**src/rtl/spi_mm_pkg.sv**
```systemverilog
package spi_mm_pkg;
  localparam int REG_W  = 16;
  localparam int BYTE_W = 8;
  localparam int DIV_W  = 7;
  localparam int HALF_W = DIV_W + 1;
  localparam int ADDR_W = 3;

  localparam logic [ADDR_W-1:0] OFS_DATA = 3'h0;
  localparam logic [ADDR_W-1:0] OFS_CTRL = 3'h2;
  localparam logic [ADDR_W-1:0] OFS_STAT = 3'h4;

  localparam int BIT_EN      = 0;
  localparam int BIT_WIDE    = 2;
  localparam int BIT_IE_RX   = 5;
  localparam int BIT_IE_IDLE = 6;
  localparam int BIT_CPOL    = 7;
  localparam int BIT_CPHA    = 8;
  localparam int BIT_DIV_LO  = 9;

  typedef struct packed {
    logic              wide;
    logic              cpol;
    logic              cpha;
    logic [HALF_W-1:0] half;
  } word_cfg_t;
endpackage

```
**src/rtl/spi_mm_regs.sv**
```systemverilog
module spi_mm_regs
  import spi_mm_pkg::*;
(
  input  logic              clk,
  input  logic              rst,
  input  logic              bus_wr,
  input  logic              bus_rd,
  input  logic [ADDR_W-1:0] bus_addr,
  input  logic [REG_W-1:0]  bus_wdata,
  input  logic              busy,
  input  logic              done,
  input  logic [REG_W-1:0]  rx_word,
  output logic [REG_W-1:0]  ctl,
  output logic              rxfull,
  output logic              start,
  output logic [REG_W-1:0]  rdata,
  output logic              irq
);
  logic [REG_W-1:0] rx_hold;
  logic             data_wr, data_rd, ctl_wr;

  assign data_wr = bus_wr && (bus_addr == OFS_DATA);
  assign data_rd = bus_rd && (bus_addr == OFS_DATA);
  assign ctl_wr  = bus_wr && (bus_addr == OFS_CTRL);
  assign start   = data_wr && ctl[BIT_EN] && !busy;

  always_ff @(posedge clk) begin
    if (rst) begin
      ctl     <= '0;
      rx_hold <= '0;
      rxfull  <= 1'b0;
      rdata   <= '0;
      irq     <= 1'b0;
    end else begin
      if (ctl_wr) ctl <= bus_wdata;
      if (done) begin
        rx_hold <= rx_word;
        rxfull  <= 1'b1;
      end else if (data_rd) begin
        rxfull  <= 1'b0;
      end
      if (bus_rd) begin
        case (bus_addr)
          OFS_DATA: rdata <= rx_hold;
          OFS_CTRL: rdata <= ctl;
          OFS_STAT: rdata <= {{(REG_W-2){1'b0}}, rxfull, busy};
          default:  rdata <= '0;
        endcase
      end
      irq <= (ctl[BIT_IE_RX] && rxfull) ||
             (ctl[BIT_IE_IDLE] && !busy && ctl[BIT_EN]);
    end
  end
endmodule

```
**src/rtl/spi_mm_clkgen.sv**
```systemverilog
module spi_mm_clkgen #(
  parameter int HALF_W = 8
) (
  input  logic              clk,
  input  logic              rst,
  input  logic              run,
  input  logic [HALF_W-1:0] half,
  output logic              tick
);
  logic [HALF_W-1:0] cnt;

  assign tick = run && (cnt == half - 1'b1);

  always_ff @(posedge clk) begin
    if (rst || !run) cnt <= '0;
    else if (tick)   cnt <= '0;
    else             cnt <= cnt + 1'b1;
  end
endmodule

```
**src/rtl/spi_mm_shifter.sv**
```systemverilog
module spi_mm_shifter
  import spi_mm_pkg::*;
(
  input  logic             clk,
  input  logic             rst,
  input  logic             start,
  input  logic             enable,
  input  word_cfg_t        cfg_in,
  input  logic [REG_W-1:0] tx_word,
  input  logic             tick,
  input  logic             miso,
  output word_cfg_t        cfg,
  output logic             busy,
  output logic             done,
  output logic [REG_W-1:0] rx_word,
  output logic             sclk,
  output logic             mosi
);
  localparam int EDGE_W = $clog2(2 * REG_W);

  logic [REG_W-1:0]  tx_sh, rx_sh;
  logic [EDGE_W-1:0] edge_cnt, last_edge;
  logic              leading, sample_now, shift_now;

  assign last_edge  = cfg.wide ? EDGE_W'(2 * REG_W - 1) : EDGE_W'(2 * BYTE_W - 1);
  assign leading    = !edge_cnt[0];
  assign sample_now = cfg.cpha ? !leading : leading;
  assign shift_now  = cfg.cpha ? (leading && edge_cnt != '0) : !leading;
  assign mosi       = tx_sh[REG_W-1];
  assign rx_word    = cfg.wide ? rx_sh : {{(REG_W-BYTE_W){1'b0}}, rx_sh[BYTE_W-1:0]};

  always_ff @(posedge clk) begin
    if (rst) begin
      cfg      <= '0;
      busy     <= 1'b0;
      done     <= 1'b0;
      tx_sh    <= '0;
      rx_sh    <= '0;
      edge_cnt <= '0;
      sclk     <= 1'b0;
    end else begin
      done <= 1'b0;
      if (!busy) begin
        sclk <= cfg_in.cpol;
        if (start) begin
          busy     <= 1'b1;
          cfg      <= cfg_in;
          tx_sh    <= cfg_in.wide ? tx_word
                                  : {tx_word[BYTE_W-1:0], {(REG_W-BYTE_W){1'b0}}};
          rx_sh    <= '0;
          edge_cnt <= '0;
        end
      end else if (!enable) begin
        busy <= 1'b0;
      end else if (tick) begin
        sclk     <= ~sclk;
        edge_cnt <= edge_cnt + 1'b1;
        if (sample_now) rx_sh <= {rx_sh[REG_W-2:0], miso};
        if (shift_now)  tx_sh <= {tx_sh[REG_W-2:0], 1'b0};
        if (edge_cnt == last_edge) begin
          busy <= 1'b0;
          done <= 1'b1;
        end
      end
    end
  end
endmodule

```
**src/rtl/spi_master_mm.sv**
```systemverilog
module spi_master_mm
  import spi_mm_pkg::*;
(
  input  logic              clk,
  input  logic              rst,
  input  logic              bus_wr,
  input  logic              bus_rd,
  input  logic [ADDR_W-1:0] bus_addr,
  input  logic [REG_W-1:0]  bus_wdata,
  output logic [REG_W-1:0]  bus_rdata,
  output logic              spi_sclk,
  output logic              spi_mosi,
  input  logic              spi_miso,
  output logic              irq
);
  logic [REG_W-1:0] ctl, rx_word;
  logic             rxfull, start, busy, done, tick;
  logic             ctl_en, ctl_cpol, ie_rx, ie_idle, data_wr, data_rd;
  logic [DIV_W-1:0] div_n;
  word_cfg_t        cfg_next, cfg_run;

  assign ctl_en   = ctl[BIT_EN];
  assign ctl_cpol = ctl[BIT_CPOL];
  assign ie_rx    = ctl[BIT_IE_RX];
  assign ie_idle  = ctl[BIT_IE_IDLE];
  assign div_n    = ctl[BIT_DIV_LO +: DIV_W];
  assign data_wr  = bus_wr && (bus_addr == OFS_DATA);
  assign data_rd  = bus_rd && (bus_addr == OFS_DATA);

  always_comb begin
    cfg_next.wide = ctl[BIT_WIDE];
    cfg_next.cpol = ctl[BIT_CPOL];
    cfg_next.cpha = ctl[BIT_CPHA];
    cfg_next.half = (div_n == '0) ? HALF_W'(2) : HALF_W'({1'b0, div_n}) + 1'b1;
  end

  spi_mm_regs u_regs (
    .clk(clk), .rst(rst), .bus_wr(bus_wr), .bus_rd(bus_rd),
    .bus_addr(bus_addr), .bus_wdata(bus_wdata), .busy(busy), .done(done),
    .rx_word(rx_word), .ctl(ctl), .rxfull(rxfull), .start(start),
    .rdata(bus_rdata), .irq(irq)
  );

  spi_mm_clkgen #(.HALF_W(HALF_W)) u_clkgen (
    .clk(clk), .rst(rst), .run(busy), .half(cfg_run.half), .tick(tick)
  );

  spi_mm_shifter u_shift (
    .clk(clk), .rst(rst), .start(start), .enable(ctl_en), .cfg_in(cfg_next),
    .tx_word(bus_wdata), .tick(tick), .miso(spi_miso), .cfg(cfg_run),
    .busy(busy), .done(done), .rx_word(rx_word), .sclk(spi_sclk),
    .mosi(spi_mosi)
  );
endmodule

```
**config.mk**
```make
export PLATFORM = sky130hd
export DESIGN_NAME = spi_master_mm
export DESIGN_NICKNAME = d
export VERILOG_FILES = /design/src/rtl/spi_mm_pkg.sv /design/src/rtl/spi_mm_regs.sv /design/src/rtl/spi_mm_clkgen.sv /design/src/rtl/spi_mm_shifter.sv /design/src/rtl/spi_master_mm.sv
export SDC_FILE = /design/constraint.sdc
export NUM_CORES = 1
export LEC_CHECK = 0
export ABC_AREA = 1
export CAP_MARGIN = 15
export CELL_PAD_IN_SITES_DETAIL_PLACEMENT = 1
export CELL_PAD_IN_SITES_GLOBAL_PLACEMENT = 1
export CORE_ASPECT_RATIO = 0.8
export CORE_UTILIZATION = 42
export DETAILED_ROUTE_END_ITERATION = 6
export PLACE_DENSITY = 0.81
export SYNTH_ARGS = -nofsm -noshare
export SYNTH_HDL_FRONTEND = slang
export SYNTH_SLANG_ARGS = --single-unit
```
**constraint.sdc**
```tcl
create_clock -name clk -period 2.28 [get_ports clk]
set_clock_uncertainty 0.1 [all_clocks]
set_input_delay 0.456 -clock clk [delete_from_list [all_inputs] [get_ports clk]]
set_output_delay 0.456 -clock clk [all_outputs]
set_load 0.02 [all_outputs]
```
# Word-level counts from Yosys, hierarchy flattened
# Cells that the tools add are included.
totals:
  ff_bits: 108
  output_inout_bits: 19
classes:
  addsub: 4
  n_eq_ne: 8
  n_mux: 32
  bitwise: 4
  n_reduce_logical: 26
op_table:
  columns: ["cell", "n"]
  rows:
  - ["16-bit 2-to-1 mux", 12]
  - ["16-bit one-hot mux with 3 select lines", 1]
  - ["5-bit 2-to-1 mux", 5]
  - ["1-bit 2-to-1 mux", 13]
  - ["1-bit logical AND", 10]
  - ["7-bit by 1-bit adder with 8-bit output, second input constant", 1]
  - ["8-bit by 1-bit adder with 8-bit output, second input constant", 1]
  - ["8-bit equality test", 1]
  - ["8-bit 2-to-1 mux", 1]
  - ["2-bit inequality test, second input constant", 4]
  - ["4-bit AND reduction", 2]
  - ["8-bit by 1-bit subtractor with 8-bit output, second input constant", 1]
  - ["7-bit logical NOT", 1]
  - ["5-bit by 1-bit adder with 5-bit output, second input constant", 1]
  - ["5-bit equality test", 1]
  - ["5-bit nonzero test", 1]
  - ["1-bit inverter", 4]
  - ["2-bit AND reduction", 2]
  - ["2-bit nonzero test", 2]
  - ["4-bit OR reduction", 1]
  - ["3-bit by 2-bit equality test with 1-bit output, second input constant", 1]
  - ["3-bit equality test, second input constant", 1]
  - ["3-bit logical NOT", 1]
  - ["3-bit AND reduction", 1]
  - ["3 further kinds", 5]

# Longest topological paths before layout
logic_depth:
  word_depth: 7
  mapped_depth: 15

# Cells and area by module
# From an unflattened synthesis, not the netlist that was laid out.
unflattened:
  hier_cells: 803
  area_unflattened_um2: 5422.7
by_module_without_submodules:
  columns: ["mod", "instances", "cells_per_inst", "area_per_inst_um2", "seq_area_each_um2"]
  rows:
  - ["spi_mm_shifter", 1, 392, 2558.7, 1021.0]
  - ["spi_mm_regs", 1, 284, 2080.7, 1001.0]
  - ["spi_mm_clkgen", 1, 92, 608.1, 160.2]
  - ["spi_master_mm", 1, 35, 175.2, 0.0]

# Worst setup path before layout
# OpenSTA, ideal clock, no wires.
synth_path:
  path_type: "register -> register"
  start: "reg u_shift.cfg[1] in the netlist's numbering"
  end: "reg u_shift.rx_sh[14]"
  setup_ns: 0.132
  t_arrival_ns: 1.652
  path_slack_ns: 0.396
  path_stages_with_launch: 15
  period_less_slack_ns: 1.884
  path_cell_list: "dfxtp_1 inv_1 ha_1 inv_1 nand2_1 nand2_1 nor2_1 nand4_1 nor2_2 nand2_2 nand2_4 nand3_4 buf_6 nand2_1 a21oi_1"
synth_between:
  elab_chain_len: 5
synth_rtl:
  columns: ["element", "line_no", "text"]
  rows:
  - ["from (decl)", "spi_mm_shifter.sv:12", "output word_cfg_t cfg,"]
  - ["from (signal assigned)", "spi_mm_shifter.sv:47", "cfg <= cfg_in;"]
  - ["8-bit by 1-bit subtractor with 8-bit output", "spi_mm_clkgen.sv:12", "assign tick = run && (cnt == half - 1'b1);"]
  - ["8-bit equality test", "spi_mm_clkgen.sv:12", null]
  - ["1-bit logical AND", "spi_mm_clkgen.sv:12", null]
  - ["2-bit inequality test (no line)", null, null]
  - ["4-bit AND reduction (no line)", null, null]
  - ["to (signal assigned)", "spi_mm_shifter.sv:58", "if (sample_now) rx_sh <= {rx_sh[REG_W-2:0], miso};"]
  - ["to (decl)", "spi_mm_shifter.sv:21", "logic [REG_W-1:0] tx_sh, rx_sh;"]
# No other way between the ends.
# A chain may end at the register's enable or synchronous reset.

# Worst setup path after layout
layout_path:
  start: "reg u_shift.cfg[1] in the netlist's numbering"
  end: "reg u_shift.tx_sh[3]"
layout_between:
  elab_chain_len: 5
layout_rtl:
  columns: ["element", "line_no", "text"]
  rows:
  - ["8-bit by 1-bit subtractor with 8-bit output", "spi_mm_clkgen.sv:12", null]
  - ["8-bit equality test", "spi_mm_clkgen.sv:12", null]
  - ["1-bit logical AND", "spi_mm_clkgen.sv:12", null]
  - ["2-bit inequality test (no line)", null, null]
  - ["4-bit AND reduction (no line)", null, null]
  - ["to (signal assigned)", "spi_mm_shifter.sv:48", "tx_sh <= cfg_in.wide ? tx_word"]
  - ["to (signal assigned)", "spi_mm_shifter.sv:59", "if (shift_now) tx_sh <= {tx_sh[REG_W-2:0], 1'b0};"]
  - ["to (decl)", "spi_mm_shifter.sv:21", null]
# No other way between the ends.

==> impl_metrics.tcl <==
set metrics [dict create \
    outcome "complete, but fails checks" \
    violations "DRC" \
    slew_violations 0 \
    wl_um 15940 \
    cap_viol_max_count 0 \
    grt_pass1_vias 4871 \
    viasPerCell 5.483 \
    vias 4995 \
    synth_ff_type "dfxtp_1" \
    sw_frac_of_total_pct 23.05 \
    route.detailed.drc 2 \
    antenna_found_initial 0 \
    num_antenna_cells 0 \
    clockBufferDepth 2 \
    ant_nets 0 \
    rows 35 \
    dieHeight_um 100.5 \
    worst_slew_pin_slew_ns 0.6944 \
    endpoint_kind "flip-flop" \
    synth.top_cell.area_share_pct 42.42 \
    regArea_mm2 0.002165 \
    top_layer "met4" \
    finalCritPeriodShare_pct 96.27 \
    peakVddDrop_mv 0.3840 \
    cp.arrival_ns 2.34 \
    area_delta_synth_final_pct 20.08 \
    cts.clk_slew.worst_paths_ns 0.07 \
    relSlewSlack_pct 53.66 \
    start_kind "flip-flop" \
    dieArea_mm2 0.01258 \
    fp.dieW_um 125.2 \
    synth.most_common_cell "nand2_1" \
    syn_avg_cell_area_um2 7.109 \
    power_density_mw_per_mm2 588.4 \
    final_util_pct 52.55 \
    gr-usage-all-layers_pct 25.25 \
    met1Wirelength_um 7401 \
    synth_async_sr_flop_share_pct 0 \
    design.core.area_mm2 0.01165 \
    gp_congestion 0.8158 \
    crit_type "reg2reg" \
    drt_iter0_markers 419 \
    hpwl_um 11370 \
    first_pass_iters 7 \
    setup_viol 0 \
    pwr-share-seq_pct 52.9 \
    hp-class "in2reg" \
    leakage_uw 0.002340 \
    finalNetCount 789 \
    start_util_pct 43.76 \
    yosys_warnings 0 \
    synth_fp_nets 747 \
    port_buffers 42 \
    ys_seq_area_share_pct 42.42 \
    p_int_uw 2772 \
    net-switching-power_uw 830.1 \
    worst_skew_pair.late_latency_ns 0.35 \
    numCtsBuffers 9 \
    ys_seq_elements 108 \
    synth_edf_count 0 \
    syn-cell-area_mm2 0.005097 \
    cts_max_level 3 \
    cts_hold_buffers 0 \
    hold_slack_ns 0.2755 \
    fmax_ghz 0.4556 \
    grt_pass1_wl_um 24700 \
    multi_input_area_mm2 0.002492 \
    cp_max_fo 10 \
    wl_met3_um 668 \
    clkPwrFrac_pct 41.3 \
    grt_max_degree 46 \
    met2_length_um 7662 \
    ios 43 \
    cts_tree "built" \
    cts_root_buf "clkbuf_16" \
    ys_top_cells_by_area "dfxtp_1 (42%), nand2_1 (12%), a21oi_1 (8.7%)" \
    period_minus_slack_ns 2.195 \
    fill_cells 1488 \
    overflow 0 \
    crit_required_ns 2.42 \
    syn-instance-count 717 \
    drive_gt1_share_pct 9.043 \
    cts.sinks 108 \
    ys_types 38 \
    synth_area_leader_cell "dfxtp_1" \
    synthTopCellsByCount "nand2_1 (162), dfxtp_1 (108), a21oi_1 (89)" \
    drt-wirelength-per-cell_um 17.50 \
    hold_violations 0 \
    power_frac_comb_pct 5.8 \
]
==> critical path, stage by stage (launching register included) <==
cell and delay (ns):
dfxtp_2 0.36, inv_2 0.07, ha_4 0.27, inv_1 0.03, nand2_1 0.05, nand2_1 0.04, nor2_1 0.09, nand4_1 0.16
nor2_4 0.24, nand3_4 0.13, nand2_8 0.14, buf_12 0.13, nand3_1 0.07, nand2_1 0.12, nor2_1 0.07
==> layout make-up <==
class / instances / share of cell area, %
multi-input combinational: 486 / 40.72
clock inverter: 2 / 0.1635
timing repair buffer: 70 / 11.26
tap: 148 / 3.025
inverter: 84 / 5.213
sequential: 108 / 35.36
clock buffer: 13 / 4.252
==> stage by stage <==
stage                     area, µm²  power, µW  setup slack [ns]  std cells  setup TNS (ns)
after floorplan                5097       2051            0.3960        717               0
after global placement         5713       2148            0.1021        891               0
after detailed placement       5713       2154          -0.04746        891        -0.04746
after CTS                      5983       3616        -0.0001199        906      -0.0001199
after global routing           6121       3714          -0.01829        911        -0.01829
final                          6121       3602           0.08514        911               0
==> path summary, 6_finish.rpt <==
path,from,to,slack [ns],depth (start not counted)
max,u_shift.cfg[1],u_shift.tx_sh[3],0.09,14
min,rst,u_shift.busy,0.28,2
max reg2reg,u_shift.cfg[1],u_shift.tx_sh[3],0.09,14
min reg2reg,u_regs.rx_hold[2],u_regs.rx_hold[2],0.36,2
==> cells by family (layout without fill, tap and decap cells) <==
group	count (synthesis)	count (layout)	share of synthesized area, %
compound gates	168	168	17.23
xor+xnor	11	11	1.890
flops	108	108	42.42
mux	8	8	1.571
simple gates	292	293	25.48
fa+ha+maj	6	6	1.473
buf+inv	124	169	9.941
==> state kept, by name, indices dropped and copies added (netlist names), 5 cells and up <==
register,cells
u_shift.cfg,10
u_clkgen.cnt,8
u_regs.rx_hold,16
u_shift.tx_sh,16
u_shift.edge_cnt,5
u_regs.ctl,16
u_regs.rdata,16
u_shift.rx_sh,16
==> cells in the final DEF (no fill, tap or decap), types with 2 or more instances in the layout <==
master,Yosys,routed
a21oi_1,89,87
a21oi_2,0,2
buf_12,0,2
buf_4,1,23
clkbuf_1,27,2
clkbuf_16,0,11
clkbuf_8,0,2
clkdlybuf4s50_1,0,41
clkinv_2,1,3
dfxtp_1,108,106
dfxtp_2,0,2
ha_1,6,5
inv_1,80,79
inv_2,2,2
mux2i_1,8,8
nand2_1,162,162
nand2_2,4,3
nand2_4,2,2
nand3_1,45,45
nand3_4,1,3
nand4_1,20,20
nor2_1,42,42
nor2_2,3,2
nor2_4,2,3
nor3_1,3,3
nor3b_1,3,3
o21ai_0,61,61
o221ai_1,2,2
o22ai_1,10,10
or2_2,2,2
xnor2_1,2,2
xor2_1,9,9
==> metal layers <==
metal	vias to the layer above	GRT usage, %
li1	2441	-
met2	107	43.45
met5	-	0
met1	2428	32.70
met4	0	6.379
met3	19	4.936
==> power groups by stage <==
stage,registers (µW),clock network [µW],logic [µW]
floorplan,1950,0,102
detailed placement,1950,0,203
CTS,1910,1500,205
finish,1910,1490,208
global route,1910,1580,228
global placement,1950,0,199
==> what timing repair did <==
item | 4_1_cts | 5_1_grt
resized for setup | 0 | 14
pin swaps | 0 | 7
cloned | 0 | 3
setup buffers | 0 | 2
endpoints found under the setup margin | 1 | 40
Note: power is estimated with default switching activity, not from simulation.
